<file path="src/rtl/can_txmbx_pkg.sv">
package can_txmbx_pkg;
  localparam int unsigned ID_W      = 11;
  localparam int unsigned LEN_W     = 4;
  localparam int unsigned MAX_BYTES = 8;
  localparam int unsigned WORD_W    = 32;
  localparam int unsigned DATA_W    = MAX_BYTES * 8;

  typedef struct packed {
    logic [ID_W-1:0]   id;
    logic              rtr;
    logic [LEN_W-1:0]  len;
    logic [WORD_W-1:0] lo;
    logic [WORD_W-1:0] hi;
  } frame_t;

  // number of bytes that survive packing for a given length code
  function automatic logic [LEN_W-1:0] clamp_len(input logic [LEN_W-1:0] len);
    return (len > LEN_W'(MAX_BYTES)) ? LEN_W'(MAX_BYTES) : len;
  endfunction
endpackage

</file>
<file path="src/rtl/can_txmbx_pick.sv">
module can_txmbx_pick #(
  parameter int unsigned N = 3,
  localparam int unsigned IDX_W = (N > 1) ? $clog2(N) : 1
) (
  input  logic [N-1:0]     cand,
  output logic             found,
  output logic [IDX_W-1:0] idx
);
  // lowest set bit wins
  always_comb begin
    found = 1'b0;
    idx   = '0;
    for (int k = N - 1; k >= 0; k--) begin
      if (cand[k]) begin
        found = 1'b1;
        idx   = IDX_W'(k);
      end
    end
  end
endmodule

</file>
<file path="src/rtl/can_txmbx_packer.sv">
module can_txmbx_packer
  import can_txmbx_pkg::*;
(
  input  logic [LEN_W-1:0]  len,
  input  logic [DATA_W-1:0] raw,
  output logic [WORD_W-1:0] lo,
  output logic [WORD_W-1:0] hi
);
  logic [LEN_W-1:0]  keep_len;
  logic [DATA_W-1:0] masked;

  assign keep_len = clamp_len(len);

  for (genvar b = 0; b < MAX_BYTES; b++) begin : g_byte
    assign masked[8*b +: 8] = (LEN_W'(b) < keep_len) ? raw[8*b +: 8] : 8'h00;
  end

  assign lo = masked[WORD_W-1:0];
  assign hi = masked[DATA_W-1:WORD_W];
endmodule

</file>
<file path="src/rtl/can_txmbx_slot.sv">
module can_txmbx_slot
  import can_txmbx_pkg::*;
(
  input  logic   clk,
  input  logic   rst_n,
  input  logic   load,
  input  frame_t frame_in,
  input  logic   release_slot,
  output logic   empty,
  output logic   req,
  output frame_t frame_q
);
  logic   empty_q, empty_d;
  logic   req_q, req_d;
  logic   arm_q, arm_d;
  logic   frame_en;

  always_comb begin
    empty_d  = empty_q;
    req_d    = req_q;
    arm_d    = arm_q;
    frame_en = 1'b0;
    if (load) begin
      // request held low while the fields are written
      empty_d  = 1'b0;
      req_d    = 1'b0;
      arm_d    = 1'b1;
      frame_en = 1'b1;
    end else if (arm_q) begin
      req_d = 1'b1;
      arm_d = 1'b0;
    end
    if (release_slot) begin
      empty_d = 1'b1;
      req_d   = 1'b0;
      arm_d   = 1'b0;
    end
  end

  always_ff @(posedge clk or negedge rst_n) begin
    if (!rst_n) begin
      empty_q <= 1'b1;
      req_q   <= 1'b0;
      arm_q   <= 1'b0;
    end else begin
      empty_q <= empty_d;
      req_q   <= req_d;
      arm_q   <= arm_d;
    end
  end

  // payload storage, no reset needed
  always_ff @(posedge clk) begin
    if (frame_en) frame_q <= frame_in;
  end

  assign empty = empty_q;
  assign req   = req_q;
endmodule

</file>
<file path="src/rtl/can_txmbx_top.sv">
module can_txmbx_top
  import can_txmbx_pkg::*;
#(
  parameter int unsigned NUM_SLOTS = 3,
  localparam int unsigned IDX_W = (NUM_SLOTS > 1) ? $clog2(NUM_SLOTS) : 1
) (
  input  logic                 clk,
  input  logic                 rst_n,
  input  logic                 wr_valid,
  input  logic [ID_W-1:0]      wr_id,
  input  logic                 wr_rtr,
  input  logic [LEN_W-1:0]     wr_dlc,
  input  logic [DATA_W-1:0]    wr_data,
  output logic                 wr_busy,
  output logic [IDX_W-1:0]     wr_slot,
  output logic [NUM_SLOTS-1:0] slot_empty,
  output logic [NUM_SLOTS-1:0] slot_req,
  output logic                 all_empty,
  output logic                 tx_valid,
  input  logic                 tx_ready,
  input  logic                 tx_done,
  output logic [IDX_W-1:0]     tx_slot,
  output logic [ID_W-1:0]      tx_id,
  output logic                 tx_rtr,
  output logic [LEN_W-1:0]     tx_dlc,
  output logic [WORD_W-1:0]    tx_data_lo,
  output logic [WORD_W-1:0]    tx_data_hi
);
  // asynchronous assert, synchronous release
  logic [1:0] rst_pipe_q;
  logic       rst_int_n;

  always_ff @(posedge clk or negedge rst_n) begin
    if (!rst_n) rst_pipe_q <= 2'b00;
    else        rst_pipe_q <= {rst_pipe_q[0], 1'b1};
  end
  assign rst_int_n = rst_pipe_q[1];

  // write side
  logic       free_found;
  logic [IDX_W-1:0] free_idx;
  logic       wr_take;
  frame_t     frame_in;
  logic [WORD_W-1:0] pk_lo, pk_hi;

  can_txmbx_pick #(.N(NUM_SLOTS)) u_free_pick (
    .cand  (slot_empty),
    .found (free_found),
    .idx   (free_idx)
  );

  can_txmbx_packer u_packer (
    .len (wr_dlc),
    .raw (wr_data),
    .lo  (pk_lo),
    .hi  (pk_hi)
  );

  assign frame_in = '{id: wr_id, rtr: wr_rtr, len: wr_dlc, lo: pk_lo, hi: pk_hi};
  assign wr_take  = wr_valid & free_found;
  assign wr_busy  = wr_valid & ~free_found;
  assign wr_slot  = free_idx;

  // downstream side
  logic             pend_found;
  logic [IDX_W-1:0] pend_idx;
  logic             fly_q, fly_d;
  logic [IDX_W-1:0] fly_idx_q, fly_idx_d;
  logic             fly_en;
  logic             tx_take, done_ok;

  can_txmbx_pick #(.N(NUM_SLOTS)) u_pend_pick (
    .cand  (slot_req),
    .found (pend_found),
    .idx   (pend_idx)
  );

  assign tx_valid = pend_found & ~fly_q;
  assign tx_take  = tx_valid & tx_ready;
  assign done_ok  = tx_done & fly_q;

  always_comb begin
    fly_d     = fly_q;
    fly_idx_d = fly_idx_q;
    fly_en    = 1'b0;
    if (tx_take) begin
      fly_d     = 1'b1;
      fly_idx_d = pend_idx;
      fly_en    = 1'b1;
    end else if (done_ok) begin
      fly_d  = 1'b0;
      fly_en = 1'b1;
    end
  end

  always_ff @(posedge clk or negedge rst_int_n) begin
    if (!rst_int_n) begin
      fly_q     <= 1'b0;
      fly_idx_q <= '0;
    end else if (fly_en) begin
      fly_q     <= fly_d;
      fly_idx_q <= fly_idx_d;
    end
  end

  // slot array
  frame_t slot_frame [NUM_SLOTS];

  for (genvar k = 0; k < NUM_SLOTS; k++) begin : g_slot
    logic load_k, rel_k;
    assign load_k = wr_take & (free_idx == IDX_W'(k));
    assign rel_k  = done_ok & (fly_idx_q == IDX_W'(k));

    can_txmbx_slot u_slot (
      .clk          (clk),
      .rst_n        (rst_int_n),
      .load         (load_k),
      .frame_in     (frame_in),
      .release_slot (rel_k),
      .empty        (slot_empty[k]),
      .req          (slot_req[k]),
      .frame_q      (slot_frame[k])
    );
  end

  assign all_empty = &slot_empty;

  frame_t shown;
  assign tx_slot    = fly_q ? fly_idx_q : pend_idx;
  assign shown      = slot_frame[tx_slot];
  assign tx_id      = shown.id;
  assign tx_rtr     = shown.rtr;
  assign tx_dlc     = shown.len;
  assign tx_data_lo = shown.lo;
  assign tx_data_hi = shown.hi;
endmodule

</file>
<file path="config.mk">
export PLATFORM = sky130hd
export DESIGN_NAME = can_txmbx_top
export DESIGN_NICKNAME = d
export VERILOG_FILES = /design/src/rtl/can_txmbx_pkg.sv /design/src/rtl/can_txmbx_pick.sv /design/src/rtl/can_txmbx_packer.sv /design/src/rtl/can_txmbx_slot.sv /design/src/rtl/can_txmbx_top.sv
export SDC_FILE = /design/constraint.sdc
export NUM_CORES = 1
export LEC_CHECK = 0
export BUFFER_PORTS_ARGS = -buffer_cell sky130_fd_sc_hd__buf_4
export CAP_MARGIN = 5
export CORE_MARGIN = 2
export CORE_UTILIZATION = 48
export DETAILED_ROUTE_END_ITERATION = 12
export GPL_ROUTABILITY_DRIVEN = 0
export PLACE_DENSITY = 0.7
export SYNTH_ARGS = -nofsm -noshare
export SYNTH_HDL_FRONTEND = slang
export SYNTH_SLANG_ARGS = --single-unit
</file>
<file path="constraint.sdc">
create_clock -name clk -period 2.2 [get_ports clk]
set_input_delay 0 -clock clk [delete_from_list [all_inputs] [get_ports clk]]
set_output_delay 0 -clock clk [all_outputs]
set_load 0.01 [all_outputs]
</file>
==> flow_summary.yaml, run 1 <==
cells_and_area:
  ff_latch_area_sq_um: 7560
  final_cell_mix: "edfxtp_1, buf_4, dlygate4sd3_1, o2bb2ai_2"
  fillerInstances: 1460
  drive_gt1_frac: 0.433
  finalNonFillerCells: 1172
  syn_to_final_growth_pct: 39.5
  nets: 957
  final_util: 0.678
  final_common_cell: "edfxtp_1"
  diodes: 0
  multi_input_area_sq_um: 2880
drt:
  viasPerCell: 5.30
  route.detailed.drc: 0
  drtIter0Drc: 296
  drtAntennaViolNets: 0
  firstDrtPassIters: 4
  drt-total-wl_mm: 25.4
  wl_per_cell_microns: 21.7
  vias: 6212
place:
  placed_cells: 1004
  dpl.hpwl_mm: 12.9
  port-buffer-count: 177
grt:
  grt_use_total: 0.208
  grt_pass1_vias: 6707
  grt_overflow: 0
  grt_pass1_wl_mm: 37.7
  antenna_found_initial: 0
  grt_max_degree: 57
power:
  p_per_area_nw_per_um2: 1440
  p_switching_w: 0.00722
  ir_drop_uv: 757
  sw_frac_of_total: 0.339
  combPwrFrac: 0.473
  clock_power_share: 0.221
  p_seq_frac: 0.306
  p_leak_nw: 5.39
  p_int_w: 0.0141
die:
  core_sq_um: 21800
  dieWidth_microns: 152
  rows: 54
  pin_count: 178
  dieArea_sq_um: 23200
  start_util: 0.486
  dieHeight_microns: 152
synth:
  synth_cell_type_count: 30
  ys_ff_latch: 254
  syn_inst: 565
  synth_nets: 650
  synth_top_area_cell: "edfxtp_1"
  synth.area.top_cells: "edfxtp_1, o2bb2ai_2, mux2i_1"
  syn_avg_cell_area_sq_um: 18.7
  seq_area_frac_synth: 0.715
  synth_top_area_share: 0.681
  synth_area_sq_um: 10600
  yosysWarnings: 0
timing:
  fmax_mhz: 449
  worstMarginPinSlew_ps: 906
  grt_setup_unrepaired: "true"
  clock-skew-final_ps: 15.8
  finalHoldViolations: 0
  slew_headroom: 0.393
  setup_violations: 27
  drv_slew: 0
  tns_ps: -423
  finalCriticalPeriod_ps: 2230
  finalCritPeriodShare: 1.01
  setup_ws_ps: -27.6
setup_path:
  cp_max_fo: 7
  ff2ff_setup_slack_ps: 240
  start_kind: "register"
  r2r-end: "fly_q"
  startpoint: "g_slot[1].u_slot.req"
  r2r-start: "g_slot[1].u_slot.req"
  r2r.worst_path.cells: 6
  crit_arrival_ps: 2230
  required_ps: 2200
  critPathCaptureType: "output port"
  critical_path_class: "reg -> out"
clock_tree:
  root_buffer: "clkbuf_16"
  cts_tree: "built"
  worstSkewPairLatency_ps: 530
  clkTransAtPathRegs_ps: 70
  clock_path_buffers: 3
  cts_sinks: 254
  cts_buffers: 26
  h-tree-depth: 1
worst_hold_path:
  holdCritPathClass: "reg -> async"
status:
  outcome: "complete, but fails checks"
  failed_checks: "negative setup slack"
flow_run:
  cap_viol_max_count: 0
[flip-flops by register name, indices dropped and copies added (netlist names)]
signal and cells:
fly_idx_q 2, g_slot.u_slot.empty 3, g_slot.u_slot.frame_q 240, fly_q 1, rst_pipe_q 2, g_slot.u_slot.req 3, g_slot.u_slot.arm_q 3
[layout make-up]
class	count	area share
multi-input cells	273	0.195
repair buffers	312	0.204
clock buffers	27	0.0458
clock inverters	21	0.0174
inverters	5	0.00178
flip-flops and latches	254	0.512
well taps	280	0.0237
[worst max-delay path: stages, from the launching register on]
cell and delay, ps:
dfrtp_1 430, or2_4 270, o21ai_4 130, nor2b_4 220, buf_6 140, buf_12 110
buf_16 150, o2bb2ai_2 110, buf_4 140
[cells in the mapped netlist]
master / n
and3_1: 2
a211oi_1: 1
o21ai_0: 3
or2_4: 1
a31oi_1: 1
o21ai_4: 1
buf_2: 16
a21oi_1: 4
nor2b_1: 59
nor3_1: 5
clkbuf_1: 1
o21a_1: 1
dfrtp_1: 11
and2_1: 9
buf_12: 9
edfxtp_1: 240
buf_4: 7
a21o_1: 3
nand2_1: 7
inv_1: 5
nor2_1: 8
nor2b_4: 1
or2_1: 1
conb_1: 1
mux2i_1: 81
o2bb2ai_2: 80
dfstp_2: 3
nand2b_1: 2
nor3b_1: 1
o21ai_1: 1
[power groups by stage]
stage	logic [W]	registers [W]	clock network, W
2_1_floorplan	0.00496	0.00651	0
3_3_place_gp	0.00765	0.00652	0
3_5_place_dp	0.00777	0.00657	0
4_1_cts	0.00950	0.00648	0.00476
5_1_grt	0.0106	0.00657	0.00497
6_report	0.0101	0.00651	0.00470
[layer usage]
metal,wire [microns],track usage,vias to the layer above
li1,-,-,2822
met1,11000,0.280,3159
met2,12800,0.362,200
met3,1290,0.0353,31
met4,340,0.0419,0
met5,0,0,-
[worst max-delay path by stage]
| stage | end | slack, ps | cells after the start |
|---|---|---|---|
| floorplan | g_slot[1].u_slot.frame_q[0] | -150 | 3 |
| global placement | tx_data_lo[16] | 390 | 6 |
| detailed placement | tx_data_hi[20] | 350 | 6 |
| CTS | tx_data_hi[21] | -40 | 8 |
| global route | tx_data_hi[7] | -120 | 8 |
| finish | tx_data_hi[14] | -30 | 8 |
[per-stage QoR]
step           total power, W  instance area (sq um)  setup slack [ps]  hold WS (ps)
2_1_floorplan          0.0115                  10600              -147          -296
3_3_place_gp           0.0142                  12200               387          -216
3_5_place_dp           0.0143                  12200               349          -216
4_1_cts                0.0207                  14500             -36.7           195
5_1_grt                0.0221                  14800              -121           208
6_report               0.0213                  14800             -27.6           198
[timing repair]
action,CTS,global route
hold endpoints to repair,253,0
cloned,9,5
pin swaps,3,0
buffers inserted,19,0
setup endpoints to repair,81,80
hold buffers,87,0
resized for setup,30,26
[cell families (layout without fill, tap and decap cells)]
logic type	count (synthesis)	count (layout)	synth area share
mux	81	81	0.0766
buf+inv	38	365	0.0317
other cells	1	1	0.000354
compound gates	95	95	0.123
flops	254	254	0.715
simple gates	96	96	0.0537
No activity file was read; power rests on OpenSTA's default activity.
==> inputs of run 2 (changes only) <==
--- a/config.mk
+++ b/config.mk
@@ -5,13 +5,14 @@
 export SDC_FILE = /design/constraint.sdc
 export NUM_CORES = 1
 export LEC_CHECK = 0
+export ABC_AREA = 1
 export BUFFER_PORTS_ARGS = -buffer_cell sky130_fd_sc_hd__buf_4
 export CAP_MARGIN = 5
 export CORE_MARGIN = 2
 export CORE_UTILIZATION = 48
 export DETAILED_ROUTE_END_ITERATION = 12
 export GPL_ROUTABILITY_DRIVEN = 0
-export PLACE_DENSITY = 0.7
+export PLACE_DENSITY = 0.69
 export SYNTH_ARGS = -nofsm -noshare
 export SYNTH_HDL_FRONTEND = slang
 export SYNTH_SLANG_ARGS = --single-unit
==> run 2 against run 1 <==
Against the previous run: the flow now finishes without violations; power rose by 1.8%; combinational power increased by 5%; synthesized cell count grew 91%; synthesized area grew 6.6%; non-clock buffer count is 17 lower; clock power fell by 8.3%; sequential share of layout area shrank 0.65 points; die area increased by 6.4%; register-to-register slack gained 100 ps; worst hold slack improved by 2.9 ps; sequential cell count unchanged; global-route usage up 1.9 points.
==> flow_summary.yaml, run 2 <==
power:
  clock_power_share: 0.199
  fin_total_pwr_w: 0.0217
  p_per_area_nw_per_um2: 1450
  p_seq_frac: 0.312
  ir_drop_uv: 854
  combPwrFrac: 0.489
  sw_frac_of_total: 0.392
  p_switching_w: 0.00848
  p_leak_nw: 6.84
  p_int_w: 0.0132
cells_and_area:
  final_util: 0.643
  largest_reg_flops: 240
  final_common_cell: "nand3_1"
  syn_to_final_growth_pct: 32.7
  diodes: 0
  final_cell_mix: "nand3_1, edfxtp_1, inv_1, buf_4, nand2_1"
  drive_gt1_frac: 0.211
  largest_register: "g_slot.u_slot.frame_q"
  nets: 1424
  design_area_sq_um: 15000
synth:
  netlist_top_cells_count: "nand3_1, edfxtp_1, inv_1"
  synth_edf_count: 240
  synth_nets: 1163
  ys_ff_latch: 254
  seq_area_frac_synth: 0.671
  synth_top_area_share: 0.639
  async_reset_ff_frac: 0.0551
  syn_avg_cell_area_sq_um: 10.5
  synth_top_area_cell: "edfxtp_1"
  syn_inst: 1078
  yosysWarnings: 0
  synth_cell_type_count: 22
  synth_most_common_cell: "nand3_1"
  synth_flop_cell: "edfxtp_1"
  synth.area.top_cells: "edfxtp_1, nand3_1, inv_1"
  synth_area_sq_um: 11300
setup_path:
  critical_path_class: "reg -> out"
  cp_max_fo: 20
  ff2ff_setup_slack_ps: 340
  r2r.worst_path.cells: 6
  path_cells: "inv_6 > nand3_1 > nand2_4 > buf_12 > nand3_1 > nand2_1 > buf_4"
  critical_path_buf_inv_count: 3
  critPathTopFamily: "simple AND/OR/NAND/NOR gates"
  crit_top_cell: "nand3_1"
  critPathCaptureType: "output port"
  required_ps: 2200
  slowest_delay_ps: 510
  slowest_stage: "dfrtp_2"
  r2r-start: "g_slot[0].u_slot.empty"
  start_kind: "register"
  crit_arrival_ps: 2130
  r2r-end: "g_slot[1].u_slot.frame_q[17]"
drt:
  drt-total-wl_mm: 29.4
  drtIter0Drc: 552
  wl_per_cell_microns: 17.5
  vias: 8554
  route.detailed.drc: 0
  firstDrtPassIters: 5
  drtAntennaViolNets: 0
  viasPerCell: 5.10
die:
  core_sq_um: 23300
  start_util: 0.485
  dieHeight_microns: 157
  pin_count: 178
  dieArea_sq_um: 24700
  dieWidth_microns: 157
  rows: 56
timing:
  setup_violations: 0
  drv_slew: 0
  fmax_mhz: 469
  finalHoldViolations: 0
  slew_headroom: 0.455
  finalCriticalPeriod_ps: 2130
  worstMarginPinSlew_ps: 812
  finalCritPeriodShare: 0.970
  clock-skew-final_ps: 9.66
  whs_ps: 201
grt:
  grt_pass1_vias: 8233
  grt_overflow: 0
  grt_pass1_wl_mm: 43.2
  antenna_found_initial: 0
  grt_max_degree: 81
  grt_use_total: 0.227
clock_tree:
  clkTransAtPathRegs_ps: 60
  cts_sinks: 254
  worstSkewPairLatency_ps: 520
  clock_path_buffers: 3
  cts_buffers: 26
  root_buffer: "clkbuf_16"
  h-tree-depth: 1
  cts_tree: "built"
flow_run:
  cap_viol_max_count: 0
status:
  outcome: "completed"
place:
  dpl_cell_area_sq_um: 13000
  dpl.hpwl_mm: 16.9
  port-buffer-count: 177
worst_hold_path:
  holdCritPathClass: "reg -> async"
run 2: cell families after synthesis:
logic type,count (synthesis),synth area share
other,1,0.000333
and+or+nand+nor,501,0.206
AOI/OAI and AO/OA,17,0.00943
DFF,254,0.671
buffers and inverters,305,0.114
run 2: area by class of cell:
cell class	instances	area, sq um
clock inverter	12	105
sequential	254	7570
multi-input combinational	521	2570
timing repair buffer	295	2660
fill	1842	8300
clock buffer	35	736
inverter	241	921
tap	319	399
run 2: what timing repair did:
| action | 4_1_cts | 5_1_grt |
|---|---|---|
| hold endpoints to repair | 252 | 0 |
| gates resized for setup | 9 | 20 |
| pin swaps | 2 | 4 |
| buffers inserted | 0 | 7 |
| hold buffers | 86 | 0 |
| endpoints found under the setup margin | 74 | 71 |
| gates cloned | 1 | 3 |
run 2: worst max path at each step:
stage / depth (start not counted) / startpoint / end / slack [ps]
after floorplan: 5 / g_slot[0].u_slot.empty / g_slot[1].u_slot.frame_q[0] / -150
after global placement: 5 / g_slot[2].u_slot.empty / g_slot[2].u_slot.frame_q[12] / 350
after detailed placement: 5 / g_slot[2].u_slot.empty / g_slot[2].u_slot.frame_q[11] / 340
after CTS: 8 / g_slot[0].u_slot.req / tx_data_lo[29] / -20
after global routing: 8 / g_slot[1].u_slot.req / tx_dlc[0] / -6
final: 7 / fly_q / tx_data_lo[29] / 70
run 2: per-layer routing:
metal,vias to the layer above,share of wire,global-route usage
met3,60,0.064,0.0273
met5,-,0,0
li1,4086,-,-
met4,0,0.034,0.0831
met2,336,0.51,0.397
met1,4072,0.40,0.293
run 2: stage by stage:
step	TNS [ps]	setup WS [ps]	std cells
floorplan	-34580	-154	1078
global placement	0	351	1533
detailed placement	0	343	1533
CTS	-23.9	-20.8	1667
global route	-11.7	-6.07	1677
finish	0	65.8	1677
run 2: power by group through the flow:
stage                     Combinational (W)  Clock [W]  Sequential (W)
after floorplan                     0.00544          0         0.00676
after global placement              0.00965          0         0.00679
after detailed placement            0.00974          0         0.00683
after CTS                            0.0101    0.00435         0.00674
after global routing                 0.0115    0.00453         0.00684
final                                0.0106    0.00431         0.00677
